<file path="config.mk">
export PLATFORM = sky130hd
export DESIGN_NAME = adc_result_hold
export DESIGN_NICKNAME = d
export VERILOG_FILES = /design/src/rtl/adc_res_pkg.sv /design/src/rtl/adc_res_cmp.sv /design/src/rtl/adc_res_lock.sv /design/src/rtl/adc_res_store.sv /design/src/rtl/adc_result_hold.sv
export SDC_FILE = /design/constraint.sdc
export NUM_CORES = 1
export LEC_CHECK = 0
export ABC_AREA = 0
export BUFFER_PORTS_ARGS = -buffer_cell sky130_fd_sc_hd__buf_2
export CAP_MARGIN = 15
export CORE_MARGIN = 2
export CORE_UTILIZATION = 40
export DETAILED_ROUTE_END_ITERATION = 7
export PLACE_DENSITY_LB_ADDON = 0.15
export SLEW_MARGIN = 20
export SYNTH_ARGS = -nofsm -noshare
export SYNTH_HDL_FRONTEND = slang
export SYNTH_HIERARCHICAL = 1
export SYNTH_SLANG_ARGS = --single-unit
export TNS_END_PERCENT = 100
</file>
<file path="constraint.sdc">
create_clock -name clk -period 1.5 [get_ports clk]
set_input_delay 0.3 -clock clk [delete_from_list [all_inputs] [get_ports clk]]
set_output_delay 0.3 -clock clk [all_outputs]
set_load 0.03 [all_outputs]
</file>
<file path="src/rtl/adc_res_pkg.sv">
package adc_res_pkg;

    typedef enum logic [0:0] {
        LK_OPEN = 1'b0,
        LK_HELD = 1'b1
    } lock_state_e;

endpackage

</file>
<file path="src/rtl/adc_res_cmp.sv">
module adc_res_cmp #(
    parameter int RES_W  = 10,
    parameter int BYTE_W = 8
) (
    input  logic [RES_W-1:0] raw,
    input  logic [RES_W-1:0] level,
    input  logic             wide_mode,
    input  logic             ge_sel,
    output logic             hit
);
    logic [RES_W-1:0] a_val;
    logic [RES_W-1:0] b_val;

    always_comb begin
        if (wide_mode) begin
            a_val = raw;
            b_val = level;
        end else begin
            a_val = {{(RES_W-BYTE_W){1'b0}}, raw[BYTE_W-1:0]};
            b_val = {{(RES_W-BYTE_W){1'b0}}, level[BYTE_W-1:0]};
        end
        hit = ge_sel ? (a_val >= b_val) : (a_val < b_val);
    end

endmodule

</file>
<file path="src/rtl/adc_res_lock.sv">
module adc_res_lock
    import adc_res_pkg::*;
(
    input  logic clk,
    input  logic rst_n,
    input  logic wide_mode,
    input  logic mode_flip,
    input  logic rd_hi,
    input  logic rd_lo,
    output logic held
);
    lock_state_e state_q;
    lock_state_e state_d;

    always_ff @(posedge clk or negedge rst_n) begin
        if (!rst_n) state_q <= LK_OPEN;
        else        state_q <= state_d;
    end

    always_comb begin
        state_d = state_q;
        unique case (state_q)
            LK_OPEN: if (!mode_flip && wide_mode && rd_hi) state_d = LK_HELD;  // T_LOCK
            LK_HELD: if (mode_flip || rd_lo)              state_d = LK_OPEN;  // T_FREE
            default: state_d = LK_OPEN;
        endcase
    end

    always_comb begin
        held = (state_q == LK_HELD);
    end

endmodule

</file>
<file path="src/rtl/adc_res_store.sv">
module adc_res_store #(
    parameter int RES_W  = 10,
    parameter int BYTE_W = 8
) (
    input  logic                    clk,
    input  logic                    rst_n,
    input  logic                    mode_flip,
    input  logic                    wide_mode,
    input  logic                    load,
    input  logic [RES_W-1:0]        raw,
    input  logic                    rd_lo,
    output logic [RES_W-BYTE_W-1:0] hi_q,
    output logic [BYTE_W-1:0]       lo_q,
    output logic                    flag_q
);
    localparam int HI_W = RES_W - BYTE_W;

    always_ff @(posedge clk or negedge rst_n) begin
        if (!rst_n) begin
            hi_q   <= '0;
            lo_q   <= '0;
            flag_q <= 1'b0;
        end else if (mode_flip) begin
            hi_q   <= '0;
            lo_q   <= '0;
            flag_q <= 1'b0;
        end else begin
            if (load) begin
                hi_q   <= wide_mode ? raw[RES_W-1:BYTE_W] : {HI_W{1'b0}};
                lo_q   <= raw[BYTE_W-1:0];
                flag_q <= 1'b1;
            end else if (rd_lo) begin
                flag_q <= 1'b0;
            end
        end
    end

endmodule

</file>
<file path="src/rtl/adc_result_hold.sv">
module adc_result_hold #(
    parameter int RES_W  = 10,
    parameter int BYTE_W = 8
) (
    input  logic              clk,
    input  logic              rst_n,
    input  logic              conv_done,
    input  logic [RES_W-1:0]  conv_raw,
    input  logic              mode_10b,
    input  logic              cmp_en,
    input  logic              cmp_ge,
    input  logic [RES_W-1:0]  cmp_level,
    input  logic              rd_hi,
    input  logic              rd_lo,
    output logic [BYTE_W-1:0] res_hi,
    output logic [BYTE_W-1:0] res_lo,
    output logic              done_flag
);
    localparam int HI_W = RES_W - BYTE_W;

    logic            mode_q;
    logic            mode_flip;
    logic            cmp_hit;
    logic            lock_held;
    logic            accept;
    logic [HI_W-1:0] hi_bits;

    always_ff @(posedge clk or negedge rst_n) begin
        if (!rst_n) mode_q <= 1'b0;
        else        mode_q <= mode_10b;
    end

    assign mode_flip = (mode_10b != mode_q);

    adc_res_cmp #(.RES_W(RES_W), .BYTE_W(BYTE_W)) u_cmp (
        .raw       (conv_raw),
        .level     (cmp_level),
        .wide_mode (mode_10b),
        .ge_sel    (cmp_ge),
        .hit       (cmp_hit)
    );

    adc_res_lock u_lock (
        .clk       (clk),
        .rst_n     (rst_n),
        .wide_mode (mode_10b),
        .mode_flip (mode_flip),
        .rd_hi     (rd_hi),
        .rd_lo     (rd_lo),
        .held      (lock_held)
    );

    assign accept = conv_done && !lock_held && !mode_flip && (!cmp_en || cmp_hit);

    adc_res_store #(.RES_W(RES_W), .BYTE_W(BYTE_W)) u_store (
        .clk       (clk),
        .rst_n     (rst_n),
        .mode_flip (mode_flip),
        .wide_mode (mode_10b),
        .load      (accept),
        .raw       (conv_raw),
        .rd_lo     (rd_lo),
        .hi_q      (hi_bits),
        .lo_q      (res_lo),
        .flag_q    (done_flag)
    );

    assign res_hi = {{(BYTE_W-HI_W){1'b0}}, hi_bits};

endmodule

</file>
==> results of run 1 <==
[per-stage QoR]
step	instance area [um^2]	hold WS [ns]	cells	power, mW
after floorplan	972.2	0.004409	98	0.6127
after global placement	1224	0.1942	168	0.7117
after detailed placement	1224	0.1966	168	0.7165
after CTS	1304	0.2584	174	0.9512
after global routing	1335	0.2685	174	1.007
final	1335	0.2702	174	0.9485
[flip-flops by register name, summed over array words and instances, names as in the netlist]
name and flops:
u_store/lo_q 8, u_store/hi_q 2, mode_q 1, u_lock/held 1
u_store/flag_q 1
[path summary, 6_finish.rpt]
path                                 start         endpoint  slack, ns  cells after the start
max in group asynchronous            rst_n  u_store/lo_q[3]       0.84                      2
min in group asynchronous            rst_n  u_store/lo_q[7]       0.44                      2
setup reg to reg                    mode_q  u_store/hi_q[0]       0.06                      5
hold / removal                    mode_10b           mode_q       0.27                      2
setup / recovery               conv_raw[5]  u_store/hi_q[0]      -0.57                     11
hold reg to reg            u_store/hi_q[0]  u_store/hi_q[0]       0.50                      1
[final cells by class]
cell class / instances / area, um^2 / area share [%]
clock buffer: 4 / 26.28 / 1.968
sequential: 13 / 325.3 / 24.37
multi-input combinational: 67 / 593.1 / 44.42
inverter: 10 / 37.54 / 2.812
timing repair buffer: 52 / 317.8 / 23.81
tap: 28 / 35.03 / 2.624
[cell usage after synthesis, drive strengths merged]
cell type,count,area [um^2]
a32o,3,30.03
mux2i,8,80.08
conb,1,3.750
nor2b,2,12.51
nor4b,1,15.01
o21ai,2,13.76
a211o,1,8.760
a2111oi,1,15.01
and2,2,12.51
inv,10,37.54
a21o,1,7.510
ha,10,125.1
buf,8,63.81
nor2,12,47.55
a21oi,5,32.53
nand4,2,12.51
a211oi,1,12.51
xor2,1,8.760
nand2b,2,12.51
a311oi,1,8.760
nand2,6,22.52
dfrtp,13,325.3
[cell families (layout without fill, tap and decap cells)]
| group | after synthesis | count (layout) | synth area share [%] |
|---|---|---|---|
| muxes | 8 | 8 | 8.816 |
| and+or+nand+nor | 27 | 27 | 14.87 |
| AOI/OAI and AO/OA | 15 | 15 | 14.19 |
| adders and majority gates | 10 | 10 | 13.77 |
| buffers and inverters | 18 | 66 | 11.16 |
| DFF | 13 | 13 | 35.81 |
| other | 1 | 6 | 0.4128 |
| xor gates and xnor gates | 1 | 1 | 0.9644 |
[worst max-delay path: stages]
cell,delay [ns]
buf_2,0.13
ha_4,0.25
a21oi_2,0.15
o21ai_2,0.08
a2111oi_2,0.38
a21o_1,0.14
nor2b_2,0.05
nor4b_4,0.30
buf_4,0.20
nor2b_4,0.15
a32o_1,0.16
[where the power goes]
| group | switching (mW) | internal [mW] |
|---|---|---|
| registers | 0.0123 | 0.372 |
| clock network | 0.105 | 0.103 |
| logic | 0.197 | 0.160 |
[metal layers]
metal / vias up / part of all wire (%)
li1: 410 / -
met1: 372 / 46
met2: 16 / 51
met3: 2 / 3.2
met4: 0 / 0.41
met5: - / 0
[repair_timing]
item                                   4_1_cts  5_1_grt
setup endpoints to repair                   11       11
endpoints found under the hold margin       13        0
pin swaps                                   15       13
hold buffers                                 1        0
setup buffers                                1        0
resized for setup                            9        6
==> metrics.txt, run 1 <==
later-pin clock latency in the skew report 0.27 ns; final core utilization 61.53%; clock root buffer clkbuf_4; Leak 0.7023 nW; detailed-route DRC error count 0; sequential fraction of the synthesis area 35.81%; CP Class in2reg; number of global-route vias before repair 795; final net count 185; GR peak layer met2; number of placed I/O pins 45; Port-buffer cells 38; overall die area 2668 um^2; average footprint of a synthesized cell 9.767 um^2; vias per std cell 4.598; CP required 1.71 ns; die boundary height 51.66 um; clock tree buffer depth 2; global-route total usage across every layer 16.28%; power per cell area 710.5 nW/um^2; number of buffers inserted during clock tree synthesis 3; slack of the critical path -0.5702 ns; met2 layer usage reported by global route 27.99%; count of mapped cells out of synthesis 93; Final HPWL DP 1568 um; setup repair after global routing missed its margin true; number of H-tree branching levels 1; Reg clk slew, reported paths 0.08 ns; grt ovf 0; largest net degree at the start of global routing 14; Max-cap violations 0; antenna cell count 0; final critical-path share of the clock period 138.0%; time the worst path needs with I/O delays and setup 2.070 ns; FF+latch count, synth 13; count of endpoints failing hold in the final timing report 0; core outline area 2170 um^2; Core Rows 17; classification of the worst-slack hold path in2reg; first-pass GRT wire length 3249 um; outcome finished with violations; count of endpoints failing setup in the final report 11; Routability Congestion 0.7646; placement-stage worst setup slack -0.9650 ns; GR met3 Demand/Resource 0.8621%; most common library cell in the layout ignoring fill and taps buf_2; detailed-route wire length per cell 11.11 um; number of antenna violations at the first check in global routing 0; violated checks negative setup slack; Max Slew Vio Count 0; global-route met1 utilization 20.80%; 1st-iter DRT viols 9; Post-Synthesis Cell Area 908.4 um^2; TritonCTS clock tree built; number of detailed-routing iterations run before antenna repair 4; maximum operating frequency 483.0 MHz; horizontal die dimension 51.66 um; data arrival at the endpoint of the critical path 2.28 ns; startpoint type of the worst setup path input pin; initial cell density of the core 41.87%; Syn. warnings 6; total number of clock tree sinks 13; via total after detailed routing 800; Area growth, synth to finish 46.97%; post-detailed-routing wire length 1933 um; element type at the critical path end flip-flop; distinct cell type count of the synthesized netlist 26; residual antenna-violating net count after detailed routing 0; maximum fanout count along the critical path 4; worst ir drop on vdd 631.5 uV; sum of negative setup slack -5.999 ns; Filler Cells Inserted 209; ratio of cells with drive above 1 in the final layout 50.00%; top library cells by usage in the layout, fill and taps aside buf_2, dfrtp_1, buf_4, nor2_1, inv_1; worst clock skew 0.004397 ns
Note: power is estimated with default switching activity, not from simulation.
==> run 2, diff against run 1 <==
--- a/config.mk
+++ b/config.mk
@@ -8,6 +8,7 @@
 export ABC_AREA = 0
 export BUFFER_PORTS_ARGS = -buffer_cell sky130_fd_sc_hd__buf_2
 export CAP_MARGIN = 15
+export CORE_ASPECT_RATIO = 1.5
 export CORE_MARGIN = 2
 export CORE_UTILIZATION = 40
 export DETAILED_ROUTE_END_ITERATION = 7
==> run 2 against run 1 <==
Net effect:
- the run still ends with negative setup slack left
- clock skew fell by 0.0016 ns
- critical path depth rose by 1
- sequential share of layout area rose by 0.42 points
- sequential power barely moved
- sequential cell count did not move
- cell area fell by 1.7%
- non-clock buffer count did not move
- clock power barely moved
- core utilization fell by 1.4 points
- register-to-register slack got worse by 0.02 ns
- critical endpoint unchanged
- largest cell class unchanged
- largest power group unchanged
==> metrics.txt, run 2 (synthesized netlist as in run 1, its figures left out) <==
instance count on the critical path 12; beginning of the worst register-to-register path mode_q; largest registers u_store/lo_q x8, u_store/hi_q x2; detailed-route DRC error count 0; number of H-tree branching levels 1; worst clock skew 0.002827 ns; time the worst path needs with I/O delays and setup 2.103 ns; grt ovf 0; slowest stage cell on the critical path ha_4; Reg clk slew, reported paths 0.08 ns; register containing the most flip-flops in the final layout u_store/lo_q; detailed-route wire length per cell 11.64 um; Max-cap violations 0; number of global-route vias before repair 821; hold-critical path depth 2; CP required 1.71 ns; area of combinational cells with multiple inputs 574.3 um^2; Setup Buffers After CTS 0; number of detailed-routing iterations run before antenna repair 4; Port-buffer cells 38; top library cells by usage in the layout, fill and taps aside buf_2, dfrtp_1, buf_4, nor2_1, inv_1; outcome finished with violations; number of placed I/O pins 45; slack of the critical path -0.6034 ns; ratio of cells with drive above 1 in the final layout 47.26%; maximum fanout count along the critical path 7; count of endpoints failing setup in the final report 11; worst ir drop on vdd 590.9 uV; summed area of non-filler cells in the final layout 1313 um^2; Final HPWL DP 1609 um; post-detailed-routing wire length 1968 um; data arrival at the endpoint of the critical path 2.31 ns; final critical-path share of the clock period 140.2%; core outline area 2181 um^2; Filler Cells Inserted 213; antenna cell count 0; Pwr Total 938.3 uW; startpoint type of the worst setup path input pin; placement-stage worst setup slack -0.9863 ns; overall die area 2676 um^2; TritonCTS clock tree built; global-route total usage across every layer 15.91%; final net count 185; final core utilization 60.18%; power per cell area 714.9 nW/um^2; horizontal die dimension 42.91 um; Core Rows 21; series of cell instances along the critical path buf_6 > and2_4 > ha_4 > nand4_1 > a311oi_2 > a211o_1 > a21o_1 > nor2b_1 > nor4b_2 > buf_4 > nor2b_4 > a32o_1; endpoint of the worst hold path mode_q; classification of the worst-slack hold path in2reg; placed inst area 1225 um^2; largest net degree at the start of global routing 14; clock root buffer clkbuf_4; number of flip-flops under the largest register name 8; Routability Congestion 0.7360; number of cells traversed by the worst register-to-register path 5; 1st-iter DRT viols 5; delay of the slowest cell on the worst path 0.26 ns; clock tree buffer depth 2; count of endpoints failing hold in the final timing report 0; first-pass GRT wire length 3346 um; WP buf/inv 2; initial cell density of the core 41.65%; most common library cell in the layout ignoring fill and taps buf_2; die boundary height 62.37 um; maximum operating frequency 475.4 MHz; Sequential Area 325.3 um^2; via total after detailed routing 810; number of buffers inserted during clock tree synthesis 3; Max Slew Vio Count 0; Leak 0.6949 nW; element type at the critical path end flip-flop; later-pin clock latency in the skew report 0.27 ns; total number of clock tree sinks 13; vias per std cell 4.793; residual antenna-violating net count after detailed routing 0; Area growth, synth to finish 44.49%; end of the worst register-to-register path u_store/hi_q[0]; min-delay src mode_10b; violated checks negative setup slack; kind of cell adding the most delay to the critical path simple AND/OR/NAND/NOR gates; setup repair after global routing missed its margin true; number of antenna violations at the first check in global routing 0; CP Class in2reg; Register-to-Register Setup Slack 0.04 ns
==> run 2: cell type report <==
class / count / area share [%]
Clock buffer: 4 / 2.002
Inverter: 10 / 2.860
Multi-Input combinational cell: 67 / 43.76
Sequential cell: 13 / 24.79
Tap cell: 23 / 2.193
Timing Repair Buffer: 52 / 24.40
==> run 2: worst max path at each step <==
stage / startpoint / slack, ns / to
finish: conv_raw[8] / -0.60 / u_store/hi_q[0]
detailed placement: mode_10b / -0.99 / u_store/hi_q[0]
global placement: mode_10b / -0.91 / u_store/hi_q[0]
floorplan: mode_10b / -0.65 / u_store/lo_q[0]
global route: conv_raw[8] / -0.67 / u_store/hi_q[0]
CTS: mode_10b / -0.61 / u_store/hi_q[0]
==> run 2: routing by layer <==
layer	part of all wire, %	GRT usage [%]
met1	40	18.97
met4	0	4.688
met3	6.4	2.035
met5	0	0
met2	54	28.60
==> run 2: stage by stage <==
stage | std cells | hold slack [ns] | setup TNS [ns]
5_1_grt | 169 | 0.2642 | -6.860
3_3_place_gp | 164 | 0.1956 | -9.279
4_1_cts | 169 | 0.2664 | -6.213
6_report | 169 | 0.2754 | -6.122
2_1_floorplan | 98 | 0.004409 | -6.965
3_5_place_dp | 164 | 0.2018 | -10.05
==> run 2: power breakdown <==
part | switching, mW | leakage (nW) | internal (mW) | total, mW
Clock | 0.106 | 0.0150 | 0.103 | 0.209
Sequential | 0.0119 | 0.176 | 0.372 | 0.384
Combinational | 0.192 | 0.504 | 0.154 | 0.346
==> run 2: what timing repair did <==
item | CTS | global route
hold buffers | 1 | 0
pin swaps | 12 | 9
endpoints found under the hold margin | 13 | 0
endpoints found under the setup margin | 11 | 11
resized for setup | 8 | 2
==> run 2: worst reg2reg max path, stage by stage (launching register included) <==
cell and delay (ns):
dfrtp_1 0.38, xor2_1 0.17, nor4b_2 0.29, buf_4 0.23, nor2b_4 0.16, a32o_1 0.17
==> run 3, diff against run 2 <==
--- a/config.mk
+++ b/config.mk
@@ -8,9 +8,11 @@
 export ABC_AREA = 0
 export BUFFER_PORTS_ARGS = -buffer_cell sky130_fd_sc_hd__buf_2
 export CAP_MARGIN = 15
+export CELL_PAD_IN_SITES_DETAIL_PLACEMENT = 1
+export CELL_PAD_IN_SITES_GLOBAL_PLACEMENT = 1
 export CORE_ASPECT_RATIO = 1.5
 export CORE_MARGIN = 2
-export CORE_UTILIZATION = 40
+export CORE_UTILIZATION = 35
 export DETAILED_ROUTE_END_ITERATION = 7
 export PLACE_DENSITY_LB_ADDON = 0.15
 export SLEW_MARGIN = 20
==> constraint.sdc (replaced) <==
create_clock -name clk -period 2.6 [get_ports clk]
set_input_delay 0.52 -clock clk [delete_from_list [all_inputs] [get_ports clk]]
set_output_delay 0.52 -clock clk [all_outputs]
set_load 0.03 [all_outputs]
==> run 3 against run 2 <==
Net effect:
- the flow now finishes without violations
- cell area decreased by 9.2%
- combinational power decreased by 47%
- core utilization shrank 12 points
- die area is 13% higher
- clock skew up 0.00064 ns
- sequential cell count is the same
- clock-buffer cell count down 1
- wire length increased by 9.8%
- sequential share of layout area grew 2.5 points
- power shrank 43%
- setup slack improved by 0.79 ns
- register-to-register slack better by 1.1 ns
- largest cell class unchanged
- highest routed layer is now met4
==> metrics.txt, run 3 (synthesized netlist as in run 1, its figures left out) <==
overall die area 3027 um^2; time the worst path needs with I/O delays and setup 2.410 ns; classification of the worst-slack hold path in2async; largest registers u_store/lo_q x8, u_store/hi_q x2; sum of negative setup slack 0 ns; residual antenna-violating net count after detailed routing 0; Routability Congestion 0.7308; most common library cell in the layout ignoring fill and taps buf_2; top library cells by usage in the layout, fill and taps aside buf_2, dfrtp_1, nor2_1, inv_1, ha_1; core outline area 2450 um^2; clock root buffer clkbuf_4; final net count 178; final-layout worst hold slack 0.1015 ns; global-route total usage across every layer 15.58%; register containing the most flip-flops in the final layout u_store/lo_q; number of buffers inserted for hold repair after clock tree synthesis 0; number of antenna violations at the first check in global routing 0; number of placed I/O pins 45; Max Slew Vio Count 0; first-pass GRT wire length 3456 um; vias per std cell 5.025; worst clock skew 0.003467 ns; die boundary height 66.40 um; Core Rows 22; element type at the critical path end flip-flop; Pwr Total 533.3 uW; largest net degree at the start of global routing 14; non-filler cells in the finished layout 163; DP Cell Count 159; Max-cap violations 0; TritonCTS clock tree built; horizontal die dimension 45.60 um; Leak 0.6526 nW; Port-buffer cells 38; beginning of the worst register-to-register path mode_q; number of buffers inserted during clock tree synthesis 3; detailed-route wire length per cell 13.25 um; Setup Buffers After CTS 0; grt ovf 0; post-detailed-routing wire length 2160 um; Final HPWL DP 1833 um; worst ir drop on vdd 291.0 uV; clock tree buffer depth 2; total number of clock tree sinks 13; initial cell density of the core 37.08%; count of endpoints failing hold in the final timing report 0; data arrival at the endpoint of the critical path 2.59 ns; number of flip-flops under the largest register name 8; number of H-tree branching levels 1; power per cell area 447.2 nW/um^2; count of endpoints failing setup in the final report 0; Area growth, synth to finish 31.27%; Setup crit start mode_10b; via total after detailed routing 819; 1st-iter DRT viols 7; later-pin clock latency in the skew report 0.29 ns; detailed-route DRC error count 0; startpoint type of the worst setup path input pin; maximum operating frequency 415.0 MHz; final critical-path share of the clock period 92.69%; CP Class in2reg; Reg clk slew, reported paths 0.08 ns; CP required 2.78 ns; maximum fanout count along the critical path 6; setup repair after global routing missed its margin false; ratio of cells with drive above 1 in the final layout 43.88%; number of detailed-routing iterations run before antenna repair 4; antenna cell count 0; number of global-route vias before repair 791; outcome complete, no violations
[run 3: through the flow]
stage / util (%) / area [um^2] / setup WS (ns)
CTS: 47.50 / 1164 / 0.1158
finish: 48.67 / 1192 / 0.1902
global placement: 46.37 / 1136 / -0.1229
floorplan: - / 927.1 / 0.1366
detailed placement: 46.37 / 1136 / -0.1839
global route: 48.67 / 1192 / 0.005646
[run 3: worst paths after layout]
| check | endpoint | slack (ns) | cells past startpoint |
|---|---|---|---|
| worst max-delay path | u_store/lo_q[3] | 0.19 | 13 |
| worst min-delay path | u_store/lo_q[7] | 0.10 | 1 |
| worst max register to register | u_store/lo_q[3] | 1.12 | 5 |
| worst min register to register | u_store/hi_q[1] | 0.51 | 1 |
| max in group asynchronous | u_store/flag_q | 2.27 | 1 |
| min in group clk | u_lock/held | 0.49 | 2 |
[run 3: area by class of cell]
type | count | area, um^2
clock inverters | 1 | 5.005
clock buffers | 3 | 22.52
repair buffers | 45 | 242.7
well taps | 24 | 30.03
multi-input cells | 67 | 529.3
inverters | 10 | 37.54
flip-flops and latches | 13 | 325.3
fillers | 309 | 1257
[run 3: routing by layer]
layer  up-vias  part of all wire (%)  track usage [%]
li1        401                     -                -
met1       386                    37            18.10
met2        30                    56            27.29
met3         2                   6.6            3.552
met4         0                  0.97            4.412
met5         -                     0                0
[run 3: report_power, final]
part           switching [mW]  internal (mW)  leakage, nW  total (mW)
Combinational           0.108         0.0739        0.459       0.182
Sequential            0.00727          0.215        0.176       0.222
Clock                  0.0722         0.0572       0.0177       0.129
[run 3: timing repair]
| action | 4_1_cts | 5_1_grt |
|---|---|---|
| hold endpoints to repair | 0 | 0 |
| resized for setup | 0 | 5 |
| endpoints found under the setup margin | 0 | 5 |
[run 3: critical path, cell delays in order]
cell	delay (ns)
buf_2	0.10
buf_4	0.11
nand2_1	0.08
ha_4	0.29
nand4_1	0.15
a311oi_2	0.24
a211o_1	0.13
a21o_1	0.11
nor2b_1	0.04
nor4b_2	0.30
buf_4	0.23
mux2i_1	0.23
nor2_1	0.06
